## src/rtl/usb_frame_pkg.sv

```systemverilog
package usb_frame_pkg;
  localparam int unsigned DEF_REG_W   = 32;
  localparam int unsigned DEF_FI_W    = 14;
  localparam int unsigned DEF_MPS_W   = 15;
  localparam int unsigned DEF_MPS_LSB = 16;
  localparam int unsigned DEF_FN_W    = 16;
  localparam int unsigned DEF_SLOT_W  = 5;
  localparam int unsigned DEF_DLY_W   = 3;
  localparam int unsigned DEF_RST_FI  = 32'h2EDF;
  localparam int unsigned DEF_RST_MPS = 32'h2778;
endpackage

```

## src/rtl/fr_interval_reg.sv

```systemverilog
module fr_interval_reg #(
  parameter int unsigned REG_W   = usb_frame_pkg::DEF_REG_W,
  parameter int unsigned FI_W    = usb_frame_pkg::DEF_FI_W,
  parameter int unsigned MPS_W   = usb_frame_pkg::DEF_MPS_W,
  parameter int unsigned MPS_LSB = usb_frame_pkg::DEF_MPS_LSB,
  parameter int unsigned RST_FI  = usb_frame_pkg::DEF_RST_FI,
  parameter int unsigned RST_MPS = usb_frame_pkg::DEF_RST_MPS
) (
  input  logic             clk,
  input  logic             rst_n,
  input  logic             we,
  input  logic [REG_W-1:0] wdata,
  output logic [FI_W-1:0]  fi,
  output logic [MPS_W-1:0] mps,
  output logic             fit
);
  localparam logic [FI_W-1:0]  FI_INIT  = FI_W'(RST_FI);
  localparam logic [MPS_W-1:0] MPS_INIT = MPS_W'(RST_MPS);

  always_ff @(posedge clk or negedge rst_n) begin
    if (!rst_n) begin
      fi  <= FI_INIT;
      mps <= MPS_INIT;
      fit <= 1'b0;
    end else if (we) begin
      fi  <= wdata[FI_W-1:0];
      mps <= wdata[MPS_LSB +: MPS_W];
      fit <= wdata[REG_W-1];
    end
  end

  AST_INTV_HOLD: assert property (@(posedge clk) disable iff (!rst_n)
    !we |=> ($stable(fi) && $stable(mps) && $stable(fit)));
endmodule

```

## src/rtl/fr_frame_count.sv

```systemverilog
module fr_frame_count #(
  parameter int unsigned FI_W = usb_frame_pkg::DEF_FI_W,
  parameter int unsigned FN_W = usb_frame_pkg::DEF_FN_W
) (
  input  logic            clk,
  input  logic            rst_n,
  input  logic            bit_en,
  input  logic            run,
  input  logic [FI_W-1:0] fi,
  input  logic            fit,
  output logic [FI_W-1:0] rem,
  output logic            run_q,
  output logic            frt,
  output logic [FN_W-1:0] fnum,
  output logic            boundary,
  output logic            sof_pulse,
  output logic            fno_pulse
);
  localparam int unsigned FN_MSB = FN_W - 1;

  logic [FN_W-1:0] fn_next;

  assign boundary = run && run_q && bit_en && (rem == '0);
  assign fn_next  = fnum + 1'b1;

  always_ff @(posedge clk or negedge rst_n) begin
    if (!rst_n) begin
      rem       <= '0;
      run_q     <= 1'b0;
      frt       <= 1'b0;
      fnum      <= '0;
      sof_pulse <= 1'b0;
      fno_pulse <= 1'b0;
    end else begin
      run_q     <= run;
      sof_pulse <= boundary;
      fno_pulse <= boundary && (fn_next[FN_MSB] != fnum[FN_MSB]);
      if (boundary) begin
        rem  <= fi;
        fnum <= fn_next;
        frt  <= fit;
      end else if (run && !run_q) begin
        rem <= fi;
      end else if (run && bit_en) begin
        rem <= rem - 1'b1;
      end
    end
  end

  AST_FN_QUIET: assert property (@(posedge clk) disable iff (!rst_n)
    !boundary |=> $stable(fnum));
  AST_IDLE_NO_FRAME: assert property (@(posedge clk) disable iff (!rst_n)
    !run |=> (!sof_pulse && $stable(fnum)));
  AST_SOF_FOLLOWS: assert property (@(posedge clk) disable iff (!rst_n)
    boundary |=> (sof_pulse && frt == $past(fit)));
  AST_FNO_EDGE: assert property (@(posedge clk) disable iff (!rst_n)
    fno_pulse |-> (fnum[FN_MSB] != $past(fnum[FN_MSB])));
endmodule

```

## src/rtl/fr_done_delay.sv

```systemverilog
module fr_done_delay #(
  parameter int unsigned DLY_W = usb_frame_pkg::DEF_DLY_W
) (
  input  logic             clk,
  input  logic             rst_n,
  input  logic             boundary,
  input  logic             retire_valid,
  input  logic [DLY_W-1:0] retire_dly,
  input  logic             wb_busy,
  output logic             wb_pulse
);
  localparam logic [DLY_W-1:0] IDLE = '1;

  logic [DLY_W-1:0] cnt, stepped, nxt;
  logic             fire;

  always_comb begin
    fire    = 1'b0;
    stepped = cnt;
    if (boundary) begin
      if (cnt == '0) begin
        if (!wb_busy) begin
          fire    = 1'b1;
          stepped = IDLE;
        end
      end else if (cnt != IDLE) begin
        stepped = cnt - 1'b1;
      end
    end
    nxt = stepped;
    if (retire_valid && (retire_dly < stepped)) nxt = retire_dly;
  end

  always_ff @(posedge clk or negedge rst_n) begin
    if (!rst_n) begin
      cnt      <= IDLE;
      wb_pulse <= 1'b0;
    end else begin
      cnt      <= nxt;
      wb_pulse <= fire;
    end
  end

  AST_NO_RISE: assert property (@(posedge clk) disable iff (!rst_n)
    !fire |=> (cnt <= $past(cnt)));
  AST_WB_RAISE: assert property (@(posedge clk) disable iff (!rst_n)
    (boundary && cnt == '0 && !wb_busy) |=> wb_pulse);
  AST_BUSY_HOLD: assert property (@(posedge clk) disable iff (!rst_n)
    (boundary && cnt == '0 && wb_busy) |=> (!wb_pulse && cnt == '0));
  AST_IDLE_STAYS: assert property (@(posedge clk) disable iff (!rst_n)
    (cnt == IDLE && !(retire_valid && retire_dly != IDLE)) |=> (cnt == IDLE && !wb_pulse));
endmodule

```

## src/rtl/usb_frame_timer.sv

```systemverilog
module usb_frame_timer #(
  parameter int unsigned REG_W   = usb_frame_pkg::DEF_REG_W,
  parameter int unsigned FI_W    = usb_frame_pkg::DEF_FI_W,
  parameter int unsigned MPS_W   = usb_frame_pkg::DEF_MPS_W,
  parameter int unsigned MPS_LSB = usb_frame_pkg::DEF_MPS_LSB,
  parameter int unsigned FN_W    = usb_frame_pkg::DEF_FN_W,
  parameter int unsigned SLOT_W  = usb_frame_pkg::DEF_SLOT_W,
  parameter int unsigned DLY_W   = usb_frame_pkg::DEF_DLY_W,
  parameter int unsigned RST_FI  = usb_frame_pkg::DEF_RST_FI,
  parameter int unsigned RST_MPS = usb_frame_pkg::DEF_RST_MPS
) (
  input  logic              clk,
  input  logic              rst_n,
  input  logic              bit_en,
  input  logic              run,
  input  logic              intv_we,
  input  logic [REG_W-1:0]  intv_wdata,
  input  logic              retire_valid,
  input  logic [DLY_W-1:0]  retire_dly,
  input  logic              wb_busy,
  output logic [REG_W-1:0]  intv_rd,
  output logic [REG_W-1:0]  remain_rd,
  output logic [FN_W-1:0]   fnum_rd,
  output logic [SLOT_W-1:0] periodic_slot,
  output logic              sof_pulse,
  output logic              fno_pulse,
  output logic              wb_pulse
);
  localparam int unsigned GAP_W = MPS_LSB - FI_W;
  localparam int unsigned REM_PAD_W = REG_W - 1 - FI_W;

  logic [FI_W-1:0]  fi, rem;
  logic [MPS_W-1:0] mps;
  logic             fit, frt, run_q, boundary;

  fr_interval_reg #(
    .REG_W(REG_W), .FI_W(FI_W), .MPS_W(MPS_W), .MPS_LSB(MPS_LSB),
    .RST_FI(RST_FI), .RST_MPS(RST_MPS)
  ) u_intv (
    .clk(clk), .rst_n(rst_n), .we(intv_we), .wdata(intv_wdata),
    .fi(fi), .mps(mps), .fit(fit)
  );

  fr_frame_count #(.FI_W(FI_W), .FN_W(FN_W)) u_frame (
    .clk(clk), .rst_n(rst_n), .bit_en(bit_en), .run(run),
    .fi(fi), .fit(fit), .rem(rem), .run_q(run_q), .frt(frt),
    .fnum(fnum_rd), .boundary(boundary),
    .sof_pulse(sof_pulse), .fno_pulse(fno_pulse)
  );

  fr_done_delay #(.DLY_W(DLY_W)) u_delay (
    .clk(clk), .rst_n(rst_n), .boundary(boundary),
    .retire_valid(retire_valid), .retire_dly(retire_dly),
    .wb_busy(wb_busy), .wb_pulse(wb_pulse)
  );

  generate
    if (GAP_W > 0) begin : g_gap
      assign intv_rd = {fit, mps, {GAP_W{1'b0}}, fi};
    end else begin : g_nogap
      assign intv_rd = {fit, mps, fi};
    end
  endgenerate

  assign remain_rd     = {frt, {REM_PAD_W{1'b0}}, (run_q ? rem : {FI_W{1'b0}})};
  assign periodic_slot = fnum_rd[SLOT_W-1:0];

  AST_SLOT_TRACKS: assert property (@(posedge clk) disable iff (!rst_n)
    sof_pulse |-> (periodic_slot == SLOT_W'($past(fnum_rd) + 1'b1)));
  AST_REM_QUIET: assert property (@(posedge clk) disable iff (!rst_n)
    !run_q |-> (remain_rd[REG_W-2:0] == '0));
endmodule

```

## config.mk

```make
export PLATFORM = sky130hd
export DESIGN_NAME = usb_frame_timer
export DESIGN_NICKNAME = d
export VERILOG_FILES = /design/src/rtl/usb_frame_pkg.sv /design/src/rtl/fr_interval_reg.sv /design/src/rtl/fr_frame_count.sv /design/src/rtl/fr_done_delay.sv /design/src/rtl/usb_frame_timer.sv
export SDC_FILE = /design/constraint.sdc
export NUM_CORES = 1
export LEC_CHECK = 0
export BUFFER_PORTS_ARGS = -buffer_cell sky130_fd_sc_hd__buf_4
export CELL_PAD_IN_SITES_DETAIL_PLACEMENT = 1
export CELL_PAD_IN_SITES_GLOBAL_PLACEMENT = 1
export CORE_MARGIN = 8
export CORE_UTILIZATION = 38
export DETAILED_ROUTE_END_ITERATION = 10
export GPL_TIMING_DRIVEN = 1
export PLACE_DENSITY = 0.77
export RECOVER_POWER = 50
export SLEW_MARGIN = 0
export SYNTH_ARGS = -nofsm -noshare
export SYNTH_HDL_FRONTEND = slang
export SYNTH_SLANG_ARGS = --single-unit
```

## constraint.sdc

```tcl
create_clock -name clk -period 3.59 [get_ports clk]
set_clock_uncertainty 0.1 [all_clocks]
set_input_delay 0.718 -clock clk [delete_from_list [all_inputs] [get_ports clk]]
set_output_delay 0.718 -clock clk [all_outputs]
set_load 0.01 [all_outputs]
```

==> flow_summary.yaml, run 1 <==
detailed_routing:
  ant_nets: 0
  num_vias: 2888
  routed_wl_um: 10200
  first_iter_violations: 96
  drc: 0
  post_drt_wl_per_cell_um: 17.7
  dr.pass1.iters: 4
  vias_per_cell: 5.01
synthesis:
  synth-seq-cells: 68
  synth_flop_cell: "dfrtp_1"
  synth_edf_count: 0
  syn_avg_cell_area_um2: 10.8
  syn_area_mm2: 0.00363
  synth_async_sr_flop_share: 1.00
  synth_top_area_frac: 0.317
  yosysTopAreaCell: "dfrtp_1"
  ys_warn_count: 0
  syn_inst: 335
  yosysSeqAreaShare: 0.477
  synth_cell_types: 53
  synth_area_leaders: "dfrtp_1 32%, dfstp_2 16%, mux2_2 9.9%"
timing:
  finalSetupTns_ps: 0
  relSlewSlack: -0.183
  whs_ps: 400
  post-route-min-period_ps: 3200
  rsz0062_at_grt: "false"
  worst_slew_pin_slew_ps: 1770
  fmax_mhz: 313
  setup_viol: 0
  maxSlewViolCount: 100
  timing.final.crit_share: 0.891
  hold_viol: 0
  worst_slack_ps: 393
finish:
  seqCellArea_mm2: 0.00173
  drive_gt1_frac: 0.418
  synthToLayoutAreaGrowth_pct: 27.9
  fin_area_mm2: 0.00464
  multi_input_area_mm2: 0.00166
  diodes: 0
  fillers: 1053
  nets: 492
floorplanning:
  initial_utilization: 0.392
  die_h_um: 114
  rows: 35
  core-area_mm2: 0.00924
  num_io_pins: 130
  die_x_um: 114
  die-area_mm2: 0.0129
cts:
  ctsResizeCount: 0
  cts_hold_buffers: 0
  clk_pin_slew_ps: 80
  root_buffer: "clkbuf_8"
  insertion_delay_ps: 340
  clockBufferDepth: 2
  cts_setup_buffers: 0
  cts_tree: "yes"
  h-tree-depth: 3
  cts_made_buffers: 9
  cts_sinks: 68
status:
  violations: "capacitance limit, slew limit"
  status: "complete, but fails checks"
critical_path:
  path_cells: "inv_1, ha_1, and3b_1, nand3_2, or2_1, o31a_1, ha_1, nand2_1, a311oi_1, a211oi_1, o31ai_4, mux2i_1"
  worstSetupPathType: "register to register"
  critPathBufInv: 1
  cp-end-kind: "register"
  cp_max_fo: 7
  worstSetupStartpointType: "register"
  worstPathArrival_ps: 3360
  cp_top_family: "compound AO/OA/AOI/OAI gates"
  cpPeakStageDelay_ps: 440
  required_ps: 3760
  critical-path-slowest-cell: "dfrtp_1"
  crit_top_cell: "ha_1"
worst_hold_path:
  min_path_type: "register to register"
global_routing:
  grt_pass1_vias: 3214
  grt-ovfl-total: 0
  track_usage: 0.160
  grt_max_degree: 69
  grt_pass1_wl_um: 16600
  antenna_found_initial: 0
power_and_ir_drop:
  power.density_mw_per_mm2: 475
  p_leak_nw: 2.17
  vdd_ir_drop_max_mv: 0.239
placement:
  io_buffers: 108
  routabilityCongestion: 0.780
  placed_area_mm2: 0.00447
  hpwl_um: 7580
  place_ws_ps: 281
job:
  maxCapViolCount: 2
==> cell families after synthesis <==
logic type               synth area share
XOR/XNOR                           0.0386
buffers and inverters              0.0835
AO/OA/AOI/OAI                      0.0880
other                             0.00103
adder cells (fa/ha/maj)            0.0276
multiplexers                        0.116
AND/OR/NAND/NOR                     0.168
flip-flops                          0.477
==> state kept, by name, indices dropped and copies added (netlist names) <==
register / count
u_frame.sof_pulse: 1
u_delay.wb_pulse: 1
u_frame.rem: 14
u_intv.fi: 14
u_frame.run_q: 1
u_frame.fno_pulse: 1
u_frame.frt: 1
u_frame.fnum: 16
u_delay.cnt: 3
u_intv.mps: 15
u_intv.fit: 1
==> worst min-delay path, cell delays in order (launching register included) <==
cell     delay [ps]
dfrtp_1         360
nand2_1          60
nand2_1          50
==> placed cells by master, fill, tap and decap left out, types with 4 or more instances in the layout <==
| master | instances |
|---|---|
| mux2i_1 | 6 |
| dfrtp_1 | 46 |
| nor2_1 | 14 |
| a21oi_1 | 5 |
| inv_1 | 13 |
| nor4_1 | 4 |
| buf_4 | 109 |
| o311ai_0 | 4 |
| nand2_1 | 32 |
| xor2_1 | 6 |
| nand4_1 | 7 |
| o21ai_0 | 9 |
| ha_1 | 8 |
| a2bb2oi_1 | 4 |
| xnor2_1 | 10 |
| mux2_2 | 32 |
| nor3_1 | 8 |
| clkbuf_8 | 9 |
| and2_1 | 8 |
| clkbuf_1 | 6 |
| dfstp_2 | 22 |
| conb_1 | 19 |
| nand3_1 | 19 |
==> final timing paths <==
kind	cells after the start	start	slack, ps	end
setup reg to reg	12	u_frame.rem[0]	390	u_delay.cnt[2]
min in group asynchronous	1	rst_n	720	u_delay.wb_pulse
max in group asynchronous	1	rst_n	1630	u_intv.fi[8]
hold reg to reg	2	u_frame.frt	400	u_frame.frt
hold / removal	2	u_frame.frt	400	u_frame.frt
setup / recovery	12	u_frame.rem[0]	390	u_delay.cnt[2]
==> per-layer routing <==
metal / part of all wire / GRT usage / up-vias
li1: - / - / 1360
met1: 0.41 / 0.185 / 1434
met5: 0 / 0 / -
met4: 0.0039 / 0.0337 / 0
met2: 0.50 / 0.267 / 89
met3: 0.088 / 0.0692 / 5
==> stage by stage <==
| stage | power [mW] | cells | utilization |
|---|---|---|---|
| after floorplan | 1.35 | 353 | - |
| final | 2.20 | 576 | 0.502 |
| after global placement | 1.55 | 560 | 0.484 |
| after detailed placement | 1.59 | 560 | 0.484 |
| after CTS | 2.24 | 576 | 0.504 |
| after global routing | 2.34 | 576 | 0.502 |
==> where the power goes <==
part | internal [mW] | switching [mW]
registers | 0.882 | 0.104
logic | 0.277 | 0.302
clock network | 0.321 | 0.317
total | 1.48 | 0.722
==> cell usage after synthesis, drive strengths merged, types with 7 or more instances <==
cell type / count
and2: 8
buf: 30
clkbuf: 7
dfrtp: 46
dfstp: 22
ha: 8
inv: 13
mux2: 32
nand2: 32
nand3: 21
nand4: 7
nor2: 14
nor3: 8
nor4: 7
o21ai: 11
xnor2: 10
==> layout make-up <==
| class | instances | share of cell area |
|---|---|---|
| Timing Repair Buffer | 115 | 0.182 |
| Clock inverter | 6 | 0.0138 |
| Sequential cell | 68 | 0.373 |
| Clock buffer | 10 | 0.0275 |
| Multi-Input combinational cell | 234 | 0.358 |
| Inverter | 14 | 0.0113 |
| Tap cell | 129 | 0.0348 |
No activity file was read; power rests on OpenSTA's default activity.
==> run 2: changes to the inputs <==
==> constraint.sdc (replaced) <==
create_clock -name clk -period 3.59 [get_ports clk]
set_clock_uncertainty 0.1 [all_clocks]
set_input_delay 0.8975 -clock clk [delete_from_list [all_inputs] [get_ports clk]]
set_output_delay 0.8975 -clock clk [all_outputs]
set_load 0.01 [all_outputs]
==> run 2 against run 1 <==
  * Via count increased by 0.24%
  * Largest cell class unchanged
  * Design area grew 0.57%
  * Maximum frequency increased by 2.4%
  * The flow still finishes with violations (capacitance limit, slew limit)
  * Sequential share of layout area decreased by 0.21 points
  * Flip-flop and latch count stayed put
  * Critical endpoint is now u_delay.cnt[1]
  * Global-route usage is 0.069 points lower
  * Setup slack better by 76 ps
  * Utilization up 0.28 points
==> flow_summary.yaml, run 2 (synthesis results as in run 1) <==
status:
  status: "complete, but fails checks"
  violations: "capacitance limit, slew limit"
cts:
  root_buffer: "clkbuf_8"
  clk_pin_slew_ps: 70
  cts_setup_buffers: 0
  cts_hold_buffers: 0
  clockBufferDepth: 2
  cts_made_buffers: 9
  ctsResizeCount: 0
  h-tree-depth: 3
  cts_sinks: 68
  insertion_delay_ps: 340
  cts_tree: "yes"
floorplanning:
  die-area_mm2: 0.0129
  core-area_mm2: 0.00924
  num_io_pins: 130
  die_h_um: 114
  initial_utilization: 0.392
  rows: 35
  die_x_um: 114
critical_path:
  critical-path-slowest-cell: "dfrtp_1"
  cpPeakStageDelay_ps: 430
  worstPathArrival_ps: 3280
  r2r_slack_ps: 470
  reg2reg_to: "u_delay.cnt[1]"
  worstSetupStartpointType: "register"
  rr_worst_depth: 11
  cp_max_fo: 5
  path_cells: "nor2_1, nand4_1, buf_4, o41ai_1, o31a_1, ha_1, nand2_1, a311oi_1, a211oi_1, o31ai_4, mux2i_1"
  cp_top_family: "compound AO/OA/AOI/OAI gates"
  cp-end-kind: "register"
  r2r-start: "u_frame.rem[8]"
  required_ps: 3750
  worstSetupPathType: "register to register"
  critPathBufInv: 1
worst_hold_path:
  min_path_type: "register to register"
  min_to: "u_frame.fnum[15]"
  worstHoldPathCells: 1
  min-delay-start: "u_frame.fnum[15]"
timing:
  fmax_mhz: 320
  post-route-min-period_ps: 3120
  setup_viol: 0
  finalSetupTns_ps: 0
  relSlewSlack: -0.181
  hold_viol: 0
  maxSlewViolCount: 100
  timing.final.crit_share: 0.870
  rsz0062_at_grt: "false"
  worst_slew_pin_slew_ps: 1770
power_and_ir_drop:
  clkPwrFrac: 0.295
  p_sw_mw: 0.695
  p_int_mw: 1.52
  combPwrFrac: 0.259
  sw_frac_of_total: 0.314
  p_leak_nw: 2.19
  vdd_ir_drop_max_mv: 0.211
  power.density_mw_per_mm2: 474
  p_seq_frac: 0.445
global_routing:
  track_usage: 0.159
  grt-ovfl-total: 0
  grt_pass1_wl_um: 16500
  grt_max_degree: 69
  grt_pass1_vias: 3251
  antenna_found_initial: 0
finish:
  mostFrequentLayoutCell: "buf_4"
  fin_cells: 578
  synthToLayoutAreaGrowth_pct: 28.6
  final_cell_mix: "111 x buf_4, 46 x dfrtp_1, 32 x nand2_1, 32 x mux2_2, 22 x dfstp_2"
  diodes: 0
  reg.largest.list: "u_frame.fnum x16, u_intv.mps x15"
  utilization: 0.505
  fillers: 1056
  regMostFlops: "u_frame.fnum"
  multi_input_area_mm2: 0.00166
  drive_gt1_frac: 0.421
  largest_reg_flops: 16
  nets: 494
  seqCellArea_mm2: 0.00173
detailed_routing:
  dr.pass1.iters: 4
  ant_nets: 0
  post_drt_wl_per_cell_um: 17.0
  drc: 0
  routed_wl_um: 9840
  num_vias: 2895
  vias_per_cell: 5.01
  first_iter_violations: 106
placement:
  routabilityCongestion: 0.798
  io_buffers: 108
  hpwl_um: 7300
  placed_cells: 562
job:
  maxCapViolCount: 2
run 2: final cells by class:
class | instances | share of cell area
tap | 129 | 0.0346
timing repair buffer | 117 | 0.184
clock inverter | 4 | 0.0102
multi-input combinational | 234 | 0.356
sequential | 68 | 0.371
inverter | 14 | 0.0113
clock buffer | 12 | 0.0333
run 2: worst max-delay path by stage:
stage / startpoint / to / cells after the start
2_1_floorplan: bit_en / u_delay.cnt[1] / 11
3_3_place_gp: bit_en / u_delay.cnt[1] / 11
3_5_place_dp: bit_en / u_delay.cnt[1] / 11
4_1_cts: u_frame.rem[0] / u_delay.cnt[1] / 12
5_1_grt: u_frame.rem[1] / u_delay.cnt[1] / 12
6_report: u_frame.rem[8] / u_delay.cnt[1] / 11
run 2: layer usage:
metal  wire [um]  global-route usage  part of all wire  up-vias
met5           0                   0                 0        -
met4         118              0.0400             0.012        0
met3         876              0.0708             0.089       10
met2        4730               0.264              0.48       95
met1        4120               0.182              0.42     1431
li1            -                   -                 -     1359
run 2: power by group through the flow:
stage	combinational [mW]	sequential, mW	clock, mW
floorplan	0.363	0.987	0
global placement	0.558	0.992	0
detailed placement	0.582	0.998	0
CTS	0.585	0.985	0.680
global route	0.643	1.01	0.708
finish	0.573	0.985	0.654
run 2: through the flow:
stage | instance area (um2) | total power, mW | setup slack, ps | hold WS, ps
global route | 4660 | 2.36 | 170 | 393
finish | 4660 | 2.21 | 468 | 374
global placement | 4480 | 1.55 | 260 | 353
CTS | 4690 | 2.25 | 446 | 382
detailed placement | 4480 | 1.58 | 145 | 369
floorplan | 3690 | 1.35 | 364 | 340
